<file path="config.mk">
export PLATFORM = sky130hd
export DESIGN_NAME = ssm_profile_gen
export DESIGN_NICKNAME = d
export VERILOG_FILES = /design/src/rtl/ssm_pkg.sv /design/src/rtl/ssm_sync.sv /design/src/rtl/ssm_phase.sv /design/src/rtl/ssm_ramp.sv /design/src/rtl/ssm_profile_gen.sv
export SDC_FILE = /design/constraint.sdc
export NUM_CORES = 1
export LEC_CHECK = 0
export ABC_AREA = 1
export ABC_CLOCK_PERIOD_IN_PS = 4000
export BUFFER_PORTS_ARGS = -buffer_cell sky130_fd_sc_hd__buf_2
export CAP_MARGIN = 0
export CORE_MARGIN = 2
export CORE_UTILIZATION = 45
export CTS_CLUSTER_DIAMETER = 150
export CTS_CLUSTER_SIZE = 28
export DETAILED_ROUTE_END_ITERATION = 12
export HOLD_SLACK_MARGIN = 0.1
export SLEW_MARGIN = 20
export SYNTH_ARGS = -nofsm -noshare
export SYNTH_HDL_FRONTEND = slang
export SYNTH_SLANG_ARGS = --single-unit
export TNS_END_PERCENT = 10
</file>
<file path="constraint.sdc">
create_clock -name clk -period 4 [get_ports clk]
set_input_delay 0 -clock clk [delete_from_list [all_inputs] [get_ports clk]]
set_output_delay 0 -clock clk [all_outputs]
set_load 0.01 [all_outputs]
</file>
<file path="src/rtl/ssm_pkg.sv">
// Shared definitions for the spread-spectrum profile generator.
// Holds the range-select codes and the peak deviation of each code,
// expressed in units of 0.01 %.
package ssm_pkg;

    localparam int PEAK_W = 8;

    typedef enum logic [1:0] {
        RNG_W150 = 2'b00,
        RNG_W250 = 2'b01,
        RNG_W050 = 2'b10,
        RNG_W100 = 2'b11
    } range_e;

    // Peak deviation for a select code; every peak must stay below QTR_LEN.
    function automatic logic [PEAK_W-1:0] peak_of(input logic [1:0] sel);
        case (range_e'(sel))
            RNG_W150: peak_of = PEAK_W'(150);
            RNG_W250: peak_of = PEAK_W'(250);
            RNG_W050: peak_of = PEAK_W'(50);
            default:  peak_of = PEAK_W'(100);
        endcase
    endfunction

endpackage

</file>
<file path="src/rtl/ssm_sync.sv">
// Two-flop synchronizer for slowly changing mode inputs.
// Assumes each bit is quasi-static, so per-bit skew between bits is
// harmless: the mode is only used at the start of a period.
module ssm_sync #(
    parameter int          W       = 1,
    parameter logic [W-1:0] RST_VAL = '0
) (
    input  logic         clk,
    input  logic         rst_n,
    input  logic [W-1:0] d_i,
    output logic [W-1:0] q_o
);
    logic [W-1:0] meta_q;
    logic [W-1:0] sync_q;

    // Two-stage capture of the asynchronous inputs
    always_ff @(posedge clk) begin
        if (!rst_n) begin
            meta_q <= RST_VAL;
            sync_q <= RST_VAL;
        end else begin
            meta_q <= d_i;
            sync_q <= meta_q;
        end
    end

    assign q_o = sync_q;
endmodule

</file>
<file path="src/rtl/ssm_phase.sv">
// Phase sequencer: counts 0 .. 4*QTR_LEN-1 while the sweep runs.
// The mode (run/stop and peak) is taken from the synchronized inputs
// only when the phase is zero, that is, at the start of a period.
// A period that has been started is always completed.
module ssm_phase
    import ssm_pkg::*;
#(
    parameter int QTR_LEN = 288,
    localparam int PERIOD = 4 * QTR_LEN,
    localparam int PH_W   = $clog2(PERIOD)
) (
    input  logic              clk,
    input  logic              rst_n,
    input  logic              en_n_s,
    input  logic [1:0]        sel_s,
    output logic [PH_W-1:0]   ph_o,
    output logic              run_o,
    output logic [PEAK_W-1:0] peak_o
);
    logic [PH_W-1:0]   ph_q;
    logic              active_q;
    logic [PEAK_W-1:0] peak_q;
    logic              at_zero;

    // Mode is re-sampled only at the zero crossing that opens a period
    always_comb begin
        at_zero = (ph_q == '0);
        run_o   = at_zero ? ~en_n_s : active_q;
        peak_o  = at_zero ? peak_of(sel_s) : peak_q;
    end

    // Advance the phase and hold the mode latched for the period
    always_ff @(posedge clk) begin
        if (!rst_n) begin
            ph_q     <= '0;
            active_q <= 1'b0;
            peak_q   <= '0;
        end else begin
            active_q <= run_o;
            peak_q   <= peak_o;
            if (run_o)
                ph_q <= (ph_q == PH_W'(PERIOD - 1)) ? '0 : PH_W'(ph_q + 1'b1);
        end
    end

    assign ph_o = ph_q;


    phase_range_chk: assert property (@(posedge clk) disable iff (!rst_n)
        ph_q <= PH_W'(PERIOD - 1));


    idle_at_zero_chk: assert property (@(posedge clk) disable iff (!rst_n)
        !active_q |-> (ph_q == '0));


    mode_hold_chk: assert property (@(posedge clk) disable iff (!rst_n)
        (ph_q != '0) |=> (peak_q == $past(peak_q)));
endmodule

</file>
<file path="src/rtl/ssm_ramp.sv">
// Triangle magnitude generator without a multiplier.
// A running remainder in units of 1/QTR_LEN makes the magnitude equal to
// floor(peak * k / QTR_LEN), where k is the distance from the nearest
// zero crossing. The magnitude moves up or down by at most one per cycle.
// Assumes peak < QTR_LEN, so at most one carry or borrow happens per step.
module ssm_ramp
    import ssm_pkg::*;
#(
    parameter int QTR_LEN = 288,
    parameter int OFS_W   = 12,
    localparam int PERIOD = 4 * QTR_LEN,
    localparam int PH_W   = $clog2(PERIOD),
    localparam int REM_W  = $clog2(QTR_LEN) + 1
) (
    input  logic                    clk,
    input  logic                    rst_n,
    input  logic                    run_i,
    input  logic [PH_W-1:0]         ph_i,
    input  logic [PEAK_W-1:0]       peak_i,
    output logic signed [OFS_W-1:0] offset_o
);
    localparam logic [REM_W-1:0] QV = REM_W'(QTR_LEN);

    logic [REM_W-1:0]  rem_q, rem_nx, sum_up, pk_w;
    logic [PEAK_W-1:0] mag_q, mag_nx;
    logic              neg_q, neg_nx, rising;
    logic signed [OFS_W-1:0] mag_s;

    // Direction and sign of the next step from the current phase
    always_comb begin
        rising = (ph_i < PH_W'(QTR_LEN)) ||
                 ((ph_i >= PH_W'(2 * QTR_LEN)) && (ph_i < PH_W'(3 * QTR_LEN)));
        neg_nx = (ph_i >= PH_W'(2 * QTR_LEN)) && (ph_i <= PH_W'(PERIOD - 2));
    end

    // Remainder carry on the way up, borrow on the way down
    always_comb begin
        pk_w   = REM_W'(peak_i);
        sum_up = rem_q + pk_w;
        rem_nx = rem_q;
        mag_nx = mag_q;
        if (rising) begin
            if (sum_up >= QV) begin
                rem_nx = sum_up - QV;
                mag_nx = mag_q + 1'b1;
            end else begin
                rem_nx = sum_up;
            end
        end else begin
            if (rem_q >= pk_w) begin
                rem_nx = rem_q - pk_w;
            end else begin
                rem_nx = rem_q + QV - pk_w;
                mag_nx = mag_q - 1'b1;
            end
        end
    end

    // Register the magnitude, remainder and sign on each running cycle
    always_ff @(posedge clk) begin
        if (!rst_n) begin
            rem_q <= '0;
            mag_q <= '0;
            neg_q <= 1'b0;
        end else if (run_i) begin
            rem_q <= rem_nx;
            mag_q <= mag_nx;
            neg_q <= neg_nx;
        end
    end

    // Apply the sign to form the signed offset
    always_comb begin
        mag_s    = OFS_W'(mag_q);
        offset_o = neg_q ? -mag_s : mag_s;
    end


    zero_cross_chk: assert property (@(posedge clk) disable iff (!rst_n)
        ((ph_i == '0) || (ph_i == PH_W'(2 * QTR_LEN))) |-> ((mag_q == '0) && (rem_q == '0)));


    crest_chk: assert property (@(posedge clk) disable iff (!rst_n)
        ((ph_i == PH_W'(QTR_LEN)) || (ph_i == PH_W'(3 * QTR_LEN))) |-> (mag_q == peak_i));
endmodule

</file>
<file path="src/rtl/ssm_profile_gen.sv">
// Spread-spectrum modulation profile generator (top level).
// Synchronizes the range select and the active-low enable, sequences a
// triangular sweep of 4*QTR_LEN reference cycles and outputs a signed
// offset in units of 0.01 %, together with a per-update strobe.
// Assumes every peak in the range table is below QTR_LEN.
module ssm_profile_gen
    import ssm_pkg::*;
#(
    parameter int QTR_LEN = 288,
    parameter int OFS_W   = 12,
    localparam int PERIOD = 4 * QTR_LEN,
    localparam int PH_W   = $clog2(PERIOD)
) (
    input  logic                    clk,
    input  logic                    rst_n,
    input  logic [1:0]              range_sel,
    input  logic                    spread_en_n,
    output logic signed [OFS_W-1:0] offset_o,
    output logic                    upd_o
);
    localparam logic signed [OFS_W-1:0] STEP_P = OFS_W'(1);
    localparam logic signed [OFS_W-1:0] STEP_N = -STEP_P;

    logic [1:0]        sel_s;
    logic [0:0]        en_n_s;
    logic [PH_W-1:0]   ph;
    logic              run;
    logic [PEAK_W-1:0] peak;
    logic              upd_q;

    ssm_sync #(.W(2), .RST_VAL(2'b11)) u_sel_sync (
        .clk(clk), .rst_n(rst_n), .d_i(range_sel), .q_o(sel_s)
    );

    ssm_sync #(.W(1), .RST_VAL(1'b1)) u_en_sync (
        .clk(clk), .rst_n(rst_n), .d_i(spread_en_n), .q_o(en_n_s)
    );

    ssm_phase #(.QTR_LEN(QTR_LEN)) u_phase (
        .clk(clk), .rst_n(rst_n), .en_n_s(en_n_s[0]), .sel_s(sel_s),
        .ph_o(ph), .run_o(run), .peak_o(peak)
    );

    ssm_ramp #(.QTR_LEN(QTR_LEN), .OFS_W(OFS_W)) u_ramp (
        .clk(clk), .rst_n(rst_n), .run_i(run), .ph_i(ph), .peak_i(peak),
        .offset_o(offset_o)
    );

    // Strobe marks each cycle in which the offset was advanced
    always_ff @(posedge clk) begin
        if (!rst_n) upd_q <= 1'b0;
        else        upd_q <= run;
    end

    assign upd_o = upd_q;


    idle_zero_chk: assert property (@(posedge clk) disable iff (!rst_n)
        !upd_o |-> (offset_o == '0));


    slew_chk: assert property (@(posedge clk) disable iff (!rst_n)
        1'b1 |=> (((offset_o - $past(offset_o)) == '0) ||
                  ((offset_o - $past(offset_o)) == STEP_P) ||
                  ((offset_o - $past(offset_o)) == STEP_N)));
endmodule

</file>
==> flow_summary.json <==
{
  "cellLeakagePower_uw": 0.00230,
  "grt_pass1_wl_mm": 17.1,
  "cts_tree": "built",
  "crit_required_ns": 4.22,
  "reg2reg_depth": 17,
  "max-slew-margin-rel_pct": 59.7,
  "worstMarginPinSlew_ns": 0.604,
  "end_kind": "flop",
  "setup_slack_ns": 0.413,
  "h-tree-depth": 2,
  "cpMostUsedCell": "inv_1",
  "core_sq_um": 8760,
  "syn-num-nets": 655,
  "start_kind": "flop",
  "p_sw_share_pct": 55.9,
  "setup_violations": 0,
  "yosys_warnings": 0,
  "fillers": 899,
  "hold_viol": 0,
  "fin_crit_ns": 3.59,
  "path_class": "flop to flop",
  "path_clk_slew_ns": 0.10,
  "cp_top_family": "simple AND/OR/NAND/NOR gates",
  "clockBufferDepth": 2,
  "path_buf_inv": 3,
  "worstHoldPathCells": 3,
  "pre_cts_ws_ns": 0.232,
  "wl_met3_um": 242,
  "peakVddDrop_mv": 0.622,
  "skew_ns": 0.00415,
  "critPathMaxStageDelay_ns": 0.39,
  "synth_edf_count": 0,
  "grt_max_degree": 19,
  "clkPwrFrac_pct": 7.9,
  "io_buffers": 17,
  "grt_usage_pct": 21.2,
  "r2r-end": "u_ramp.mag_q[5]",
  "vias": 3823,
  "clk_latency_ns": 0.31,
  "p_switching_uw": 2200,
  "chipHeight_um": 99.1,
  "ys_types": 46,
  "routedLengthMet1_mm": 4.78,
  "ff2ff_setup_slack_ns": 0.41,
  "power_density_nw_per_um2": 896,
  "place_congestion": 0.919,
  "met2_wirelength_mm": 4.88,
  "r2r_start": "u_phase.ph_o[1]",
  "dieWidth_um": 99.1,
  "crit_chain": "inv_1 -> ha_1 -> nand4_1 -> nor4_2 -> o21a_1 -> inv_1 -> ha_1 -> fa_1 -> o21bai_1 -> nand2_1 -> nand3_2 -> nor2_4 -> inv_1 -> nand2_1 -> nand3_4 -> and2b_2 -> nor2_1",
  "die_area_sq_um": 9810,
  "syn_inst": 600,
  "wl_per_cell_um": 13.6,
  "io-pin-count": 18,
  "areaGrowthSynthToFinish_pct": 8.03,
  "cts_root_buffer": "clkbuf_8",
  "hold_start": "range_sel[0]",
  "dpl.hpwl_mm": 7.91,
  "ys_seq_elements": 45,
  "worst-path-max-fanout": 14,
  "drv_slew": 0,
  "drive_gt1_share_pct": 10.4,
  "hold_end": "u_sel_sync.meta_q[0]",
  "outcome": "finished clean",
  "clock_sinks": 45,
  "internal_power_uw": 1740,
  "min_path_type": "input port to flop",
  "numCtsBuffers": 5,
  "pwr-share-seq_pct": 16.7,
  "drt-pass1-iter-count": 4,
  "fp-row-count": 34,
  "clock.fmax_mhz": 279,
  "drt_iter0_markers": 145,
  "post_cts_buffers": 0,
  "topRoutingLayerUsed": "met4",
  "rsz0062_at_grt": "no",
  "grt_pass1_vias": 3642,
  "vias_per_cell": 5.22,
  "post-route-period-util_pct": 89.7,
  "finalSetupTns_ns": 0,
  "layout.nets": 679,
  "synth.cell_area_sq_um": 4070,
  "ant_nets": 0,
  "antenna_found_initial": 0,
  "ys_seq_area_share_pct": 22.2,
  "seqCellArea_sq_um": 901,
  "avgSynthCellArea_sq_um": 6.78,
  "diodes": 0,
  "finalWirelength_mm": 9.99,
  "critPathSlowestCell": "nor4_2",
  "drc_errors": 0,
  "synthFlopType": "dfxtp_1",
  "start_util_pct": 46.4,
  "multi_input_area_sq_um": 2730,
  "overflow": 0,
  "cap_violations": 0,
  "combPwrFrac_pct": 75.4,
  "async_reset_ff_share_pct": 0,
  "cp.arrival_ns": 3.80
}
==> layout by cell type (no fill, tap or decap), types with 11 or more instances in the layout <==
cell	n
ha_1	41
or2_2	11
a21oi_1	44
nor3_1	11
nand2_1	130
nand4_1	12
xor2_1	15
buf_2	17
dfxtp_1	45
o21ai_0	25
inv_1	97
nand3_1	34
nor2_1	58
==> routing by layer <==
metal	track usage (%)	up-vias
met3	1.91	6
met4	4.74	0
met5	0	-
li1	-	1978
met1	27.4	1784
met2	38.2	55
==> power by group through the flow <==
stage | clock network [uW] | registers [uW] | logic (uW)
floorplan | 0 | 633 | 2340
global placement | 0 | 660 | 2910
CTS | 315 | 655 | 2960
detailed placement | 0 | 665 | 2940
global route | 335 | 674 | 3360
finish | 310 | 657 | 2970
==> through the flow <==
stage          util, %  power [uW]  std cells  cell area (sq um)  hold WS [ns]
6_report          50.1        3930        733               4390         0.403
5_1_grt           50.1        4370        733               4390         0.410
4_1_cts           50.1        3930        733               4390         0.405
3_5_place_dp      48.5        3600        721               4250         0.191
3_3_place_gp      48.5        3570        721               4250         0.184
2_1_floorplan        -        2970        600               4070         0.107
==> sequential cells by signal, summed over array words and instances, names as in the netlist, 2 cells and up <==
name,flops
u_sel_sync.q_o,2
u_sel_sync.meta_q,2
u_ramp.mag_q,8
u_phase.ph_o,11
u_phase.peak_q,8
u_ramp.rem_q,10
==> cells in the mapped netlist (all sizes together), types with 3 or more instances <==
cell    instances  area, sq um
a211oi          3         22.5
a21oi          45          236
a31oi           5         31.3
buf             6         51.3
dfxtp          45          901
fa              9          180
ha             41          513
inv           100          375
nand2         137          537
nand3          39          243
nand4          12         75.1
nor2           61          241
nor3           12         65.1
o211ai          3         22.5
o21a            4         31.3
o21ai          28          151
or2            11         68.8
xnor2           7         61.3
xor2           15          131
==> worst max path at each step <==
stage	start	endpoint	cells after the start
finish	u_phase.ph_o[1]	u_ramp.mag_q[5]	17
global route	u_phase.ph_o[0]	u_ramp.mag_q[5]	22
CTS	u_phase.ph_o[0]	u_ramp.mag_q[5]	17
detailed placement	u_phase.ph_o[0]	u_ramp.mag_q[5]	17
global placement	u_phase.ph_o[0]	u_ramp.mag_q[5]	17
floorplan	u_phase.ph_o[0]	u_ramp.mag_q[0]	24
==> cell families (layout without fill, tap and decap cells) <==
group | after synthesis | in the layout | share of synthesized area, %
buf+inv | 108 | 133 | 10.8
compound gates | 97 | 97 | 13.9
flops | 45 | 45 | 22.2
fa+ha+maj | 50 | 50 | 17.0
xor+xnor | 22 | 22 | 4.74
simple gates | 278 | 278 | 31.3
==> worst reg2reg max path, stage by stage, from the launching register on <==
cell and delay, ns:
dfxtp_1 0.35, inv_1 0.10, ha_1 0.17, nand4_1 0.11, nor4_2 0.39, o21a_1 0.21, inv_1 0.09, ha_1 0.24
fa_1 0.37, o21bai_1 0.21, nand2_1 0.10, nand3_2 0.10, nor2_4 0.21, inv_1 0.16, nand2_1 0.19, nand3_4 0.19
and2b_2 0.27, nor2_1 0.03
==> layout make-up <==
type,instances,area share [%]
sequential,45,20.5
clock inverter,3,0.570
inverter,100,8.54
clock buffer,5,1.57
tap,108,3.08
multi-input combinational,447,62.2
timing repair buffer,25,3.53
==> what timing repair did <==
item	in CTS	in global routing
endpoints found under the setup margin	0	10
resized for setup	0	2
endpoints found under the hold margin	9	0
hold buffers	4	0
Power figures use the tool's default switching activity.
